`src/rtl/cmdseq_pkg.sv`:
```
package cmdseq_pkg;
  localparam int CMD_W  = 32;
  localparam int REG_AW = 7;
  localparam int REG_DW = 24;
  localparam int TIME_W = 30;

  typedef enum logic [1:0] {
    OP_WAIT  = 2'd0,
    OP_TMO   = 2'd1,
    OP_WRITE = 2'd2
  } op_e;

  typedef struct packed {
    op_e               op;
    logic [REG_AW-1:0] reg_addr;
    logic [REG_DW-1:0] reg_data;
    logic [TIME_W-1:0] count;
  } cmd_t;

  typedef enum logic [2:0] {
    ST_IDLE,
    ST_READ,
    ST_EXEC,
    ST_WAIT,
    ST_DONE
  } state_e;
endpackage

```
`src/rtl/cmdseq_decode.sv`:
```
module cmdseq_decode
  import cmdseq_pkg::*;
(
  input  logic [CMD_W-1:0] word,
  output cmd_t             cmd
);
  localparam int ADDR_LO = REG_DW;
  localparam int ADDR_HI = REG_DW + REG_AW - 1;

  always_comb begin
    cmd.reg_addr = word[ADDR_HI:ADDR_LO];
    cmd.reg_data = word[REG_DW-1:0];
    cmd.count    = word[TIME_W-1:0];
    if (word[CMD_W-1])
      cmd.op = OP_WRITE;
    else if (word[CMD_W-2])
      cmd.op = OP_TMO;
    else
      cmd.op = OP_WAIT;
  end
endmodule

```
`src/rtl/cmdseq_wait_ctr.sv`:
```
module cmdseq_wait_ctr #(
  parameter int CNT_W = 30
) (
  input  logic             clk,
  input  logic             rst,
  input  logic             clear,
  input  logic             load,
  input  logic [CNT_W-1:0] load_val,
  output logic             expire
);
  logic [CNT_W-1:0] cnt_q;

  always_ff @(posedge clk) begin
    if (rst || clear)
      cnt_q <= '0;
    else if (load)
      cnt_q <= load_val;
    else if (cnt_q != '0)
      cnt_q <= cnt_q - 1'b1;
  end

  // last counted cycle of the stall
  assign expire = (cnt_q == CNT_W'(1));
endmodule

```
`src/rtl/cmdseq_pc.sv`:
```
module cmdseq_pc #(
  parameter int ADDR_W = 8
) (
  input  logic              clk,
  input  logic              rst,
  input  logic              load,
  input  logic              step,
  input  logic [ADDR_W-1:0] start_addr,
  input  logic [ADDR_W-1:0] end_addr,
  output logic [ADDR_W-1:0] pc,
  output logic              at_end
);
  always_ff @(posedge clk) begin
    if (rst)
      pc <= '0;
    else if (load)
      pc <= start_addr;
    else if (step)
      pc <= pc + 1'b1;
  end

  assign at_end = (pc == end_addr);
endmodule

```
`src/rtl/cmdseq_engine.sv`:
```
module cmdseq_engine
  import cmdseq_pkg::*;
#(
  parameter int ADDR_W = 8
) (
  input  logic              clk,
  input  logic              rst,
  input  logic              enable,
  input  logic [ADDR_W-1:0] start_addr,
  input  logic [ADDR_W-1:0] end_addr,
  output logic [ADDR_W-1:0] mem_addr,
  input  logic [CMD_W-1:0]  mem_rdata,
  output logic              reg_wr_en,
  output logic [REG_AW-1:0] reg_wr_addr,
  output logic [REG_DW-1:0] reg_wr_data,
  output logic              tmo_start,
  output logic [TIME_W-1:0] tmo_count,
  output logic              done
);
  state_e state_q;
  cmd_t   cmd;
  logic   at_end;
  logic   expire;
  logic   busy;
  logic   in_wait;
  logic   in_exec;
  logic   stall;
  logic   advance;
  logic   pc_load;
  logic   pc_step;
  logic   wait_load;

  cmdseq_decode u_dec (
    .word (mem_rdata),
    .cmd  (cmd)
  );

  assign busy    = (state_q != ST_IDLE);
  assign in_wait = (state_q == ST_WAIT);
  assign in_exec = (state_q == ST_EXEC);

  assign stall     = (cmd.op == OP_WAIT) && (cmd.count != '0);
  assign wait_load = enable && in_exec && stall;
  assign advance   = enable && ((in_exec && !stall) || (in_wait && expire));
  assign pc_load   = enable && (state_q == ST_IDLE);
  assign pc_step   = advance && !at_end;

  cmdseq_pc #(.ADDR_W(ADDR_W)) u_pc (
    .clk        (clk),
    .rst        (rst),
    .load       (pc_load),
    .step       (pc_step),
    .start_addr (start_addr),
    .end_addr   (end_addr),
    .pc         (mem_addr),
    .at_end     (at_end)
  );

  cmdseq_wait_ctr #(.CNT_W(TIME_W)) u_wait (
    .clk      (clk),
    .rst      (rst),
    .clear    (!enable),
    .load     (wait_load),
    .load_val (cmd.count),
    .expire   (expire)
  );

  always_ff @(posedge clk) begin
    if (rst) begin
      state_q     <= ST_IDLE;
      reg_wr_en   <= 1'b0;
      reg_wr_addr <= '0;
      reg_wr_data <= '0;
      tmo_start   <= 1'b0;
      tmo_count   <= '0;
      done        <= 1'b0;
    end else begin
      reg_wr_en <= 1'b0;
      tmo_start <= 1'b0;
      if (!enable) begin
        state_q <= ST_IDLE;
        done    <= 1'b0;
      end else begin
        case (state_q)
          ST_IDLE: state_q <= ST_READ;
          ST_READ: state_q <= ST_EXEC;
          ST_EXEC: begin
            case (cmd.op)
              OP_WRITE: begin
                reg_wr_en   <= 1'b1;
                reg_wr_addr <= cmd.reg_addr;
                reg_wr_data <= cmd.reg_data;
              end
              OP_TMO: begin
                tmo_start <= 1'b1;
                tmo_count <= cmd.count;
              end
              default: ;
            endcase
            if (stall)
              state_q <= ST_WAIT;
          end
          ST_WAIT: ;
          ST_DONE: ;
          default: state_q <= ST_IDLE;
        endcase
        if (advance) begin
          if (at_end) begin
            state_q <= ST_DONE;
            done    <= 1'b1;
          end else begin
            state_q <= ST_READ;
          end
        end
      end
    end
  end
endmodule

```
`config.mk`:
```
export PLATFORM = sky130hd
export DESIGN_NAME = cmdseq_engine
export DESIGN_NICKNAME = d
export VERILOG_FILES = /design/src/rtl/cmdseq_pkg.sv /design/src/rtl/cmdseq_decode.sv /design/src/rtl/cmdseq_wait_ctr.sv /design/src/rtl/cmdseq_pc.sv /design/src/rtl/cmdseq_engine.sv
export SDC_FILE = /design/constraint.sdc
export NUM_CORES = 1
export LEC_CHECK = 0
export BUFFER_PORTS_ARGS = -buffer_cell sky130_fd_sc_hd__buf_2
export CORE_MARGIN = 3
export CORE_UTILIZATION = 57
export CTS_CLUSTER_SIZE = 28
export DETAILED_ROUTE_END_ITERATION = 8
export PLACE_DENSITY_LB_ADDON = 0.25
export SLEW_MARGIN = 20
export SYNTH_ARGS = -nofsm -noshare
export SYNTH_HDL_FRONTEND = slang
export SYNTH_SLANG_ARGS = --single-unit
```
`constraint.sdc`:
```
create_clock -name clk -period 4.7 [get_ports clk]
set_clock_uncertainty 0.2 [all_clocks]
set_input_delay 0.235 -clock clk [delete_from_list [all_inputs] [get_ports clk]]
set_output_delay 0.235 -clock clk [all_outputs]
set_load 0.01 [all_outputs]
```
Word level (Yosys, flattened, before mapping)
Index checks and enable logic that the tools add are counted. W data, S select, Z words.

Output and inout port bits: 72. Register bits: 105. Logic and storage cells: 61.

$add $sub $neg: 2. Bitwise logic cells: 2. Reductions and logical operators: 26. Multiplexer cells: 12. Eq/ne operators: 10.

Operator list (count): $mux W30 (2); $reduce_bool A30 Y1 (2); $eq A30 B1 Y1 const B (1); $sub A30 B1 Y30 const B (1); $mux W8 (2); $pmux W3 S4 (1); $mux W3 (3); $add A8 B1 Y8 const B (1); $eq A8 B8 Y1 (1); $logic_and A1 B1 Y1 (8); $eq A3 B2 Y1 const B (2); $reduce_and A3 Y1 (2); $reduce_and A2 Y1 (2); $reduce_bool A2 Y1 (2); $reduce_or A2 Y1 (2); $eq A3 B1 Y1 const B (1); $eq A3 B3 Y1 const B (1); $logic_not A1 Y1 (3); $logic_not A3 Y1 (1); $mux W1 (3); $ne A3 B1 Y1 const B (1); $reduce_or A3 Y1 (1); $eq A2 B1 Y1 const B (1); $eq A2 B2 Y1 const B (1); 5 further kinds (7).

Longest topological paths before layout
Gate-level depths: netlist of the first run.

Word-level depth: 11. Mapped depth: 9. Depth with buffers taken out: 9.

By module
A second synthesis of the first run with hierarchy kept.

Cells, all modules: 669. Area total of the unflattened synthesis: 5479.0 um^2.

Modules (own cells, without submodules): cmdseq_engine (times used 1, cells an instance 313, sequential area each 1341.3 um^2, area each 2577.5 um^2); cmdseq_wait_ctr (times used 1, cells an instance 228, sequential area each 600.6 um^2, area each 1869.3 um^2); cmdseq_pc (times used 1, cells an instance 65, sequential area each 160.2 um^2, area each 553.0 um^2); cmdseq_decode (times used 1, cells an instance 63, sequential area each 0.0 um^2, area each 479.2 um^2).

Worst setup path before layout of the first run
OpenSTA, ideal clock, no wires.

Path type: reg2reg. Start point: reg u_wait.cnt_q[18]. End point: reg u_pc.pc[7]. Stages on the path, launching flop included: 9. Buffers on the path: 1. Data arrival time: 2.419 ns. Required time: 4.421 ns. Library setup time: 0.079 ns. Path slack: 2.002 ns. Cell sequence: dfxtp_1 or4_4 or4_1 buf_4 nor4_4 a21oi_2 nor4b_4 xnor2_1 a211oi_2.

Longest elaborated chain between the ends: 6.

RTL lines: start: declaration (RTL line cmdseq_wait_ctr.sv:11) `logic [CNT_W-1:0] cnt_q;`; start signal: assignment (RTL line cmdseq_wait_ctr.sv:17) `cnt_q <= load_val;`; start signal: assignment (RTL line cmdseq_wait_ctr.sv:19) `cnt_q <= cnt_q - 1'b1;`; $eq A30 B1 Y1 (RTL line cmdseq_wait_ctr.sv:23) `assign expire = (cnt_q == CNT_W'(1));`; $logic_and A1 B1 Y1 (RTL line cmdseq_engine.sv:44) `assign advance = enable && ((in_exec && !stall) || (in_wait && expire));`; $logic_or A1 B1 Y1 (RTL line cmdseq_engine.sv:44); $logic_and A1 B1 Y1 (RTL line cmdseq_engine.sv:44); $logic_and A1 B1 Y1 (RTL line cmdseq_engine.sv:46) `assign pc_step = advance && !at_end;`; $reduce_bool A2 Y1 (no source line); end signal: assignment (RTL line cmdseq_pc.sv:17) `pc <= start_addr;`; end signal: assignment (RTL line cmdseq_pc.sv:19) `pc <= pc + 1'b1;`; end: declaration (RTL line cmdseq_pc.sv:10) `output logic [ADDR_W-1:0] pc,`.

Every way passes these cells. A chain may end at the register's enable or synchronous reset.

Final worst setup path of the first run
Start point: reg u_wait.cnt_q[18]. End point: reg u_wait.cnt_q[12].

Longest elaborated chain between the ends: 2.

RTL lines: $reduce_bool A30 Y1 (RTL line cmdseq_wait_ctr.sv:18) `else if (cnt_q != '0)`; $reduce_bool A2 Y1 (no source line).

Every way passes these cells.

==> key figures, run 1 <==
Die
  • Row cnt: 32
  • Die H: roughly 96 um
  • Top-level I/O count: roughly 120
  • Die X: 96.0 um
  • Initial core utilization: between 50% and 60%
  • Die ar.: between 0.009 and 0.01 mm2
  • Core Area: about 0.0078 mm2

Place
  • Final HPWL DP: between 9 and 10 mm
  • Port bufs: 122
  • Gpl congestion: between 0.9 and 1
  • Area after DPL: 0.00525 mm2

Synthesis
  • Syn Area/Cell: 7.84 um2
  • Number of flops mapped to enable cells by yosys: 0
  • Synth warnings: 0
  • Asr flop ratio synth: 0%
  • Mapped Nets: ~640
  • Top cells by area, synth: dfxtp_1 46%, nand2_1 13%, a21oi_1 9.9%
  • Mapped Area: around 0.0046 mm2
  • Synth area leader: dfxtp_1
  • Synth Register Bits: 105
  • Area share of the largest cell type after synthesis: a little under half
  • Post-Syn Instances: approximately 590
  • Synth unique cells: 47
  • Post-synth top flop: dfxtp_1
  • Sequential area share after synthesis: a little under half

Clock network
  • H-tree levels: 3
  • Worst-path clk slew: ~110 ps
  • Worst-Skew Late Latency: around 370 ps
  • Maximum clock path buffer count: 2
  • TritonCTS Buffers: 9
  • Clk Tree Root Cell: clkbuf_8
  • CTS resizes: 0
  • Clk sinks: 105
  • CTS tree: done

Critical path
  • Setup Crit Path Kind: reg2reg
  • Setup crit end kind: flop
  • Slowest-stage cell, CP: or4_1
  • Startpoint Class: flop
  • Internal reg-to-reg setup slack: 1630 ps
  • Critical Path RT: 4730 ps
  • CP max stage delay: roughly 600 ps
  • Worst Path Arrival: ~3100 ps
  • Cell Chain, Critical Path: or4_4 -> or4_1 -> nor2_1 -> nand2_1 -> nand3_1 -> xor2_1 -> a21oi_1
  • Critical-path maximum fanout: 15

Drt
  • Wirelength per Cell: 16.2 um
  • DRC viols: 0
  • Post-DR vias/cell: 5.67
  • Detailed Route Iter0 Violations: between 300 and 400
  • Vias: 4723
  • First-pass DRT Iterations: 5
  • Post-Route WL: between 10 and 15 mm
  • Post-route ant nets: 0

Cells and area
  • Antenna Cells: 0
  • Layout cells sized above 1: roughly a fifth
  • Fin nets: 781
  • Commonest non-fill, non-tap cells in the layout: 154 x nand2_1, 122 x buf_2, 105 x dfxtp_1
  • Area grow syn2layout: 25.8%
  • Commonest non-fill, non-tap cell in the layout: nand2_1
  • Final instance area: slightly below 0.006 mm2
  • Fillers: ~580

Timing
  • Fmax: 0.326 GHz
  • Setup Viol. Count Final: 0
  • RSZ-0062 raised after global routing: false
  • Final Cycle Share: between 60 and 70%
  • Slew Limit Fails: 0
  • TNS Setup: 0 ps
  • Fin crit period: approximately 3100 ps
  • Rel. slew slack: 28.6%
  • Hold Violations, Final: 0
  • Slew @ Worst Pin: about 1100 ps

Flow run
  • MaxCap Viol Count: 0

Power
  • Max IR drop VDD: around 0.00038 V
  • Total power per unit cell area: 605 mW/mm2
  • Leakage: between 2 and 2.5 nW

Run status
  • Outcome: finished, final reports clean

Global routing
  • First-pass GRT wire length: roughly 21 mm
  • Number of global-route vias before repair: around 4500
  • All-layer global routing usage: just under 30%
  • Antenna violations before repair: 0
  • Largest net degree at the start of global routing: between 70 and 80
  • Total grt overflow: 0

Worst hold path
  • Hold Crit Class: in2reg
## repair_timing
| item | CTS | global route |
|---|---|---|
| hold buffers | 38 | 0 |
| setup buffers | 0 | 0 |
| hold endpoints to repair | 85 | 0 |
## cells in the mapped netlist, types with 5 or more instances
cell / instances
clkbuf_1: 33
nor2_1: 36
o21ai_0: 14
nand2_1: 155
nand3_1: 18
a21oi_1: 91
nor3_1: 12
nor4_1: 17
xor2_1: 21
xnor2_1: 15
dfxtp_1: 105
or4_1: 8
inv_1: 5
## flip-flops by register name (all words and copies together), names as in the netlist
signal and count:
u_pc.pc 8, u_wait.cnt_q 30, tmo_start 1, reg_wr_addr 7
reg_wr_data 24, state_q 3, reg_wr_en 1, done 1
tmo_count 30
## through the flow
| stage | util [%] | worst slack (ps) | total power [mW] | instances | hold slack, ps |
|---|---|---|---|---|---|
| 2_1_floorplan | - | 2000 | 2.63 | 589 | 144 |
| 3_3_place_gp | 67.2 | 1800 | 2.87 | 780 | 231 |
| 3_5_place_dp | 67.2 | 1720 | 2.92 | 780 | 240 |
| 4_1_cts | 74.4 | 1680 | 3.49 | 833 | 62.2 |
| 5_1_grt | 74.5 | 1470 | 3.79 | 833 | 98.3 |
| 6_report | 74.5 | 1630 | 3.52 | 833 | 77.9 |
## power breakdown
group | switching, mW | leakage [nW] | internal (mW)
clock | 0.335 | 0.0938 | 0.203
sequential | 0.144 | 0.850 | 1.02
combinational | 1.05 | 1.47 | 0.766
total | 1.53 | 2.41 | 1.99
## logic make-up (layout without fill, tap and decap cells)
kind of cell	count (synthesis)	count (layout)	share of synthesized area, %
simple gates	279	279	28.5
compound gates	123	123	14.4
flops	105	105	45.5
buf+inv	40	182	3.33
xor+xnor	36	36	6.83
fa+ha+maj	3	3	0.813
mux	3	3	0.650
## worst paths after layout
kind                                                    start  cells past startpoint                            end
worst max register to register  u_wait.cnt_q[18]$_SDFFE_PP0P_                      7  u_wait.cnt_q[12]$_SDFFE_PP0P_
worst max-delay path            u_wait.cnt_q[18]$_SDFFE_PP0P_                      7  u_wait.cnt_q[12]$_SDFFE_PP0P_
worst min register to register    reg_wr_addr[1]$_SDFFE_PP0P_                      2    reg_wr_addr[1]$_SDFFE_PP0P_
worst min-delay path                            start_addr[0]                      4        u_pc.pc[0]$_SDFFE_PP0P_
## critical path, delay by kind of cell (launching register included)
family,cells,cell delay [ps]
xor+xnor,1,170
flops,1,360
simple gates,5,2090
compound gates,1,90
## area by class of cell
type                    instances  area (um2)  share of cell area (%)
flip-flops and latches        105        2100                    36.2
clock inverters                 6        60.1                    1.03
clock buffers                   9         124                    2.13
well taps                     102         128                    2.20
inverters                       5        18.8                   0.323
multi-input cells             444        2370                    40.9
repair buffers                162        1010                    17.3
## metal layers
metal  global-route usage [%]  up-vias  part of all wire [%]
met5                        0        -                     0
met4                     8.29        0                   1.1
met3                     8.13       18                   8.5
met2                     49.2      198                    49
met1                     38.0     2229                    41
li1                         -     2278                     -
(Power assumes the default switching activity.)
==> run 2: changes to the inputs <==
CORE_UTILIZATION = 52   (was 57)
clock period = 2.9 ns   (was 4.7 ns; I/O delays follow)
==> key figures, run 2 (synthesized netlist as in run 1, its figures left out) <==
Timing
  • Fmax: 0.360 GHz
  • Slew Limit Fails: 0
  • Rel. slew slack: approximately half
  • Final hold slack: just under 90 ps
  • Slew @ Worst Pin: ~730 ps
  • RSZ-0062 raised after global routing: true
  • Min setup slack post-route: ~120 ps
  • Final Cycle Share: a little over nine tenths
  • Setup Viol. Count Final: 0
  • Fin crit period: approximately 2800 ps
  • Hold Violations, Final: 0

Cells and area
  • Final instance area: between 0.006 and 0.007 mm2
  • Commonest non-fill, non-tap cell in the layout: nand2_1
  • Fillers: 670
  • Fin nets: 804
  • Commonest non-fill, non-tap cells in the layout: 154 x nand2_1, 122 x buf_2, 104 x dfxtp_1
  • Area grow syn2layout: 29.9%
  • Largest regs: tmo_count: 30 flops, u_wait.cnt_q: 30 flops, reg_wr_data: 24 flops
  • Layout cells sized above 1: roughly 23%
  • Final core area utilization: about 71%
  • Antenna Cells: 0

Clock network
  • TritonCTS Buffers: 9
  • Maximum clock path buffer count: 2
  • Clk Tree Root Cell: clkbuf_8
  • Worst-path clk slew: 100 ps
  • Clk sinks: between 100 and 150
  • H-tree levels: 3
  • CTS tree: done
  • Worst-Skew Late Latency: 370 ps

Global routing
  • Number of global-route vias before repair: about 4700
  • Antenna violations before repair: 0
  • Largest net degree at the start of global routing: 62
  • Total grt overflow: 0
  • All-layer global routing usage: about 28%
  • First-pass GRT wire length: 22.8 mm

Die
  • Die H: around 100 um
  • Core Area: about 0.0084 mm2
  • Die X: 100 um
  • Row cnt: 33
  • Die ar.: between 0.01 and 0.015 mm2
  • Top-level I/O count: around 120
  • Initial core utilization: between 50 and 60%

Drt
  • Post-Route WL: 13.8 mm
  • First-pass DRT Iterations: 5
  • Wirelength per Cell: between 15 and 20 um
  • Vias: 4857
  • DRC viols: 0
  • Post-route ant nets: 0
  • Detailed Route Iter0 Violations: 359
  • Post-DR vias/cell: 5.65

Critical path
  • Setup Crit Path Kind: reg2reg
  • Stages on the worst setup path: 7
  • Cell Chain, Critical Path: or4_1 -> or4b_4 -> nor4_4 -> a21oi_2 -> nor4b_4 -> xnor2_1 -> a211oi_2
  • WP buf/inv: 0
  • CP max stage delay: between 600 and 700 ps
  • Internal reg-to-reg setup slack: between 100 and 150 ps
  • Worst Path Arrival: between 2000 and 3000 ps
  • CP top delay family: simple AND/OR/NAND/NOR gates
  • Slowest-stage cell, CP: or4_1
  • Critical Path RT: 3000 ps
  • Startpoint Class: flop
  • Setup crit end kind: flop
  • Cells on worst reg2reg path: 7
  • Critical-path maximum fanout: 5

Place
  • Setup Slack @ Placement: around 84 ps
  • Port bufs: 122
  • Gpl congestion: 0.837
  • Final HPWL DP: about 9.3 mm
  • Area after DPL: about 0.0054 mm2

Power
  • Total power per unit cell area: ~1000 mW/mm2
  • Leakage: between 2 and 3 nW
  • Max IR drop VDD: 0.000719 V

Run status
  • Outcome: finished, final reports clean

Worst hold path
  • Hold Crit Class: in2reg
  • Hold Path Depth: 4

Flow run
  • MaxCap Viol Count: 0
## run 2: routing by layer
layer | GRT usage (%) | share of wire, % | routed length [um]
met5 | 0 | 0 | 0
met4 | 10.9 | 2.2 | 308
met3 | 6.46 | 7.9 | 1100
met2 | 45.2 | 48 | 6670
met1 | 36.6 | 42 | 5730
## run 2: worst paths after layout
| path | end | startpoint |
|---|---|---|
| worst max-delay path | u_pc.pc[7]$_SDFFE_PP0P_ | u_wait.cnt_q[9]$_SDFFE_PP0P_ |
| worst min-delay path | u_wait.cnt_q[12]$_SDFFE_PP0P_ | enable |
| worst max register to register | u_pc.pc[7]$_SDFFE_PP0P_ | u_wait.cnt_q[9]$_SDFFE_PP0P_ |
| worst min register to register | reg_wr_data[16]$_SDFFE_PP0P_ | reg_wr_data[16]$_SDFFE_PP0P_ |
## run 2: tightest hold or removal path: stages
cell     delay, ps
buf_2          120
nor2b_1        210
o21ai_0        100
a21oi_1         40
## run 2: report_power, final
| group | leakage [nW] | internal (mW) | switching (mW) |
|---|---|---|---|
| Combinational | 1.57 | 1.56 | 1.84 |
| Sequential | 0.851 | 1.66 | 0.224 |
| Clock | 0.0929 | 0.347 | 0.512 |
| Total | 2.52 | 3.57 | 2.58 |
## run 2: cell type report
type / count / area [um2] / share of cell area (%)
clock inverters: 4 / 33.8 / 0.563
clock buffers: 12 / 145 / 2.42
well taps: 105 / 131 / 2.19
repair buffers: 185 / 1190 / 19.8
flip-flops and latches: 105 / 2100 / 35.0
multi-input cells: 444 / 2380 / 39.7
inverters: 5 / 18.8 / 0.313
## run 2: what timing repair did
| item | 4_1_cts | 5_1_grt |
|---|---|---|
| hold endpoints to repair | 97 | 0 |
| hold buffers | 42 | 0 |
| endpoints found under the setup margin | 0 | 10 |
| buffers inserted | 0 | 1 |
| resized for setup | 0 | 4 |
## run 2: stage by stage
step / TNS (ps) / total power, mW / instances
2_1_floorplan: 0 / 4.25 / 589
3_3_place_gp: 0 / 5.01 / 801
3_5_place_dp: 0 / 5.10 / 801
4_1_cts: 0 / 6.03 / 859
5_1_grt: -16.8 / 6.62 / 860
6_report: 0 / 6.14 / 860
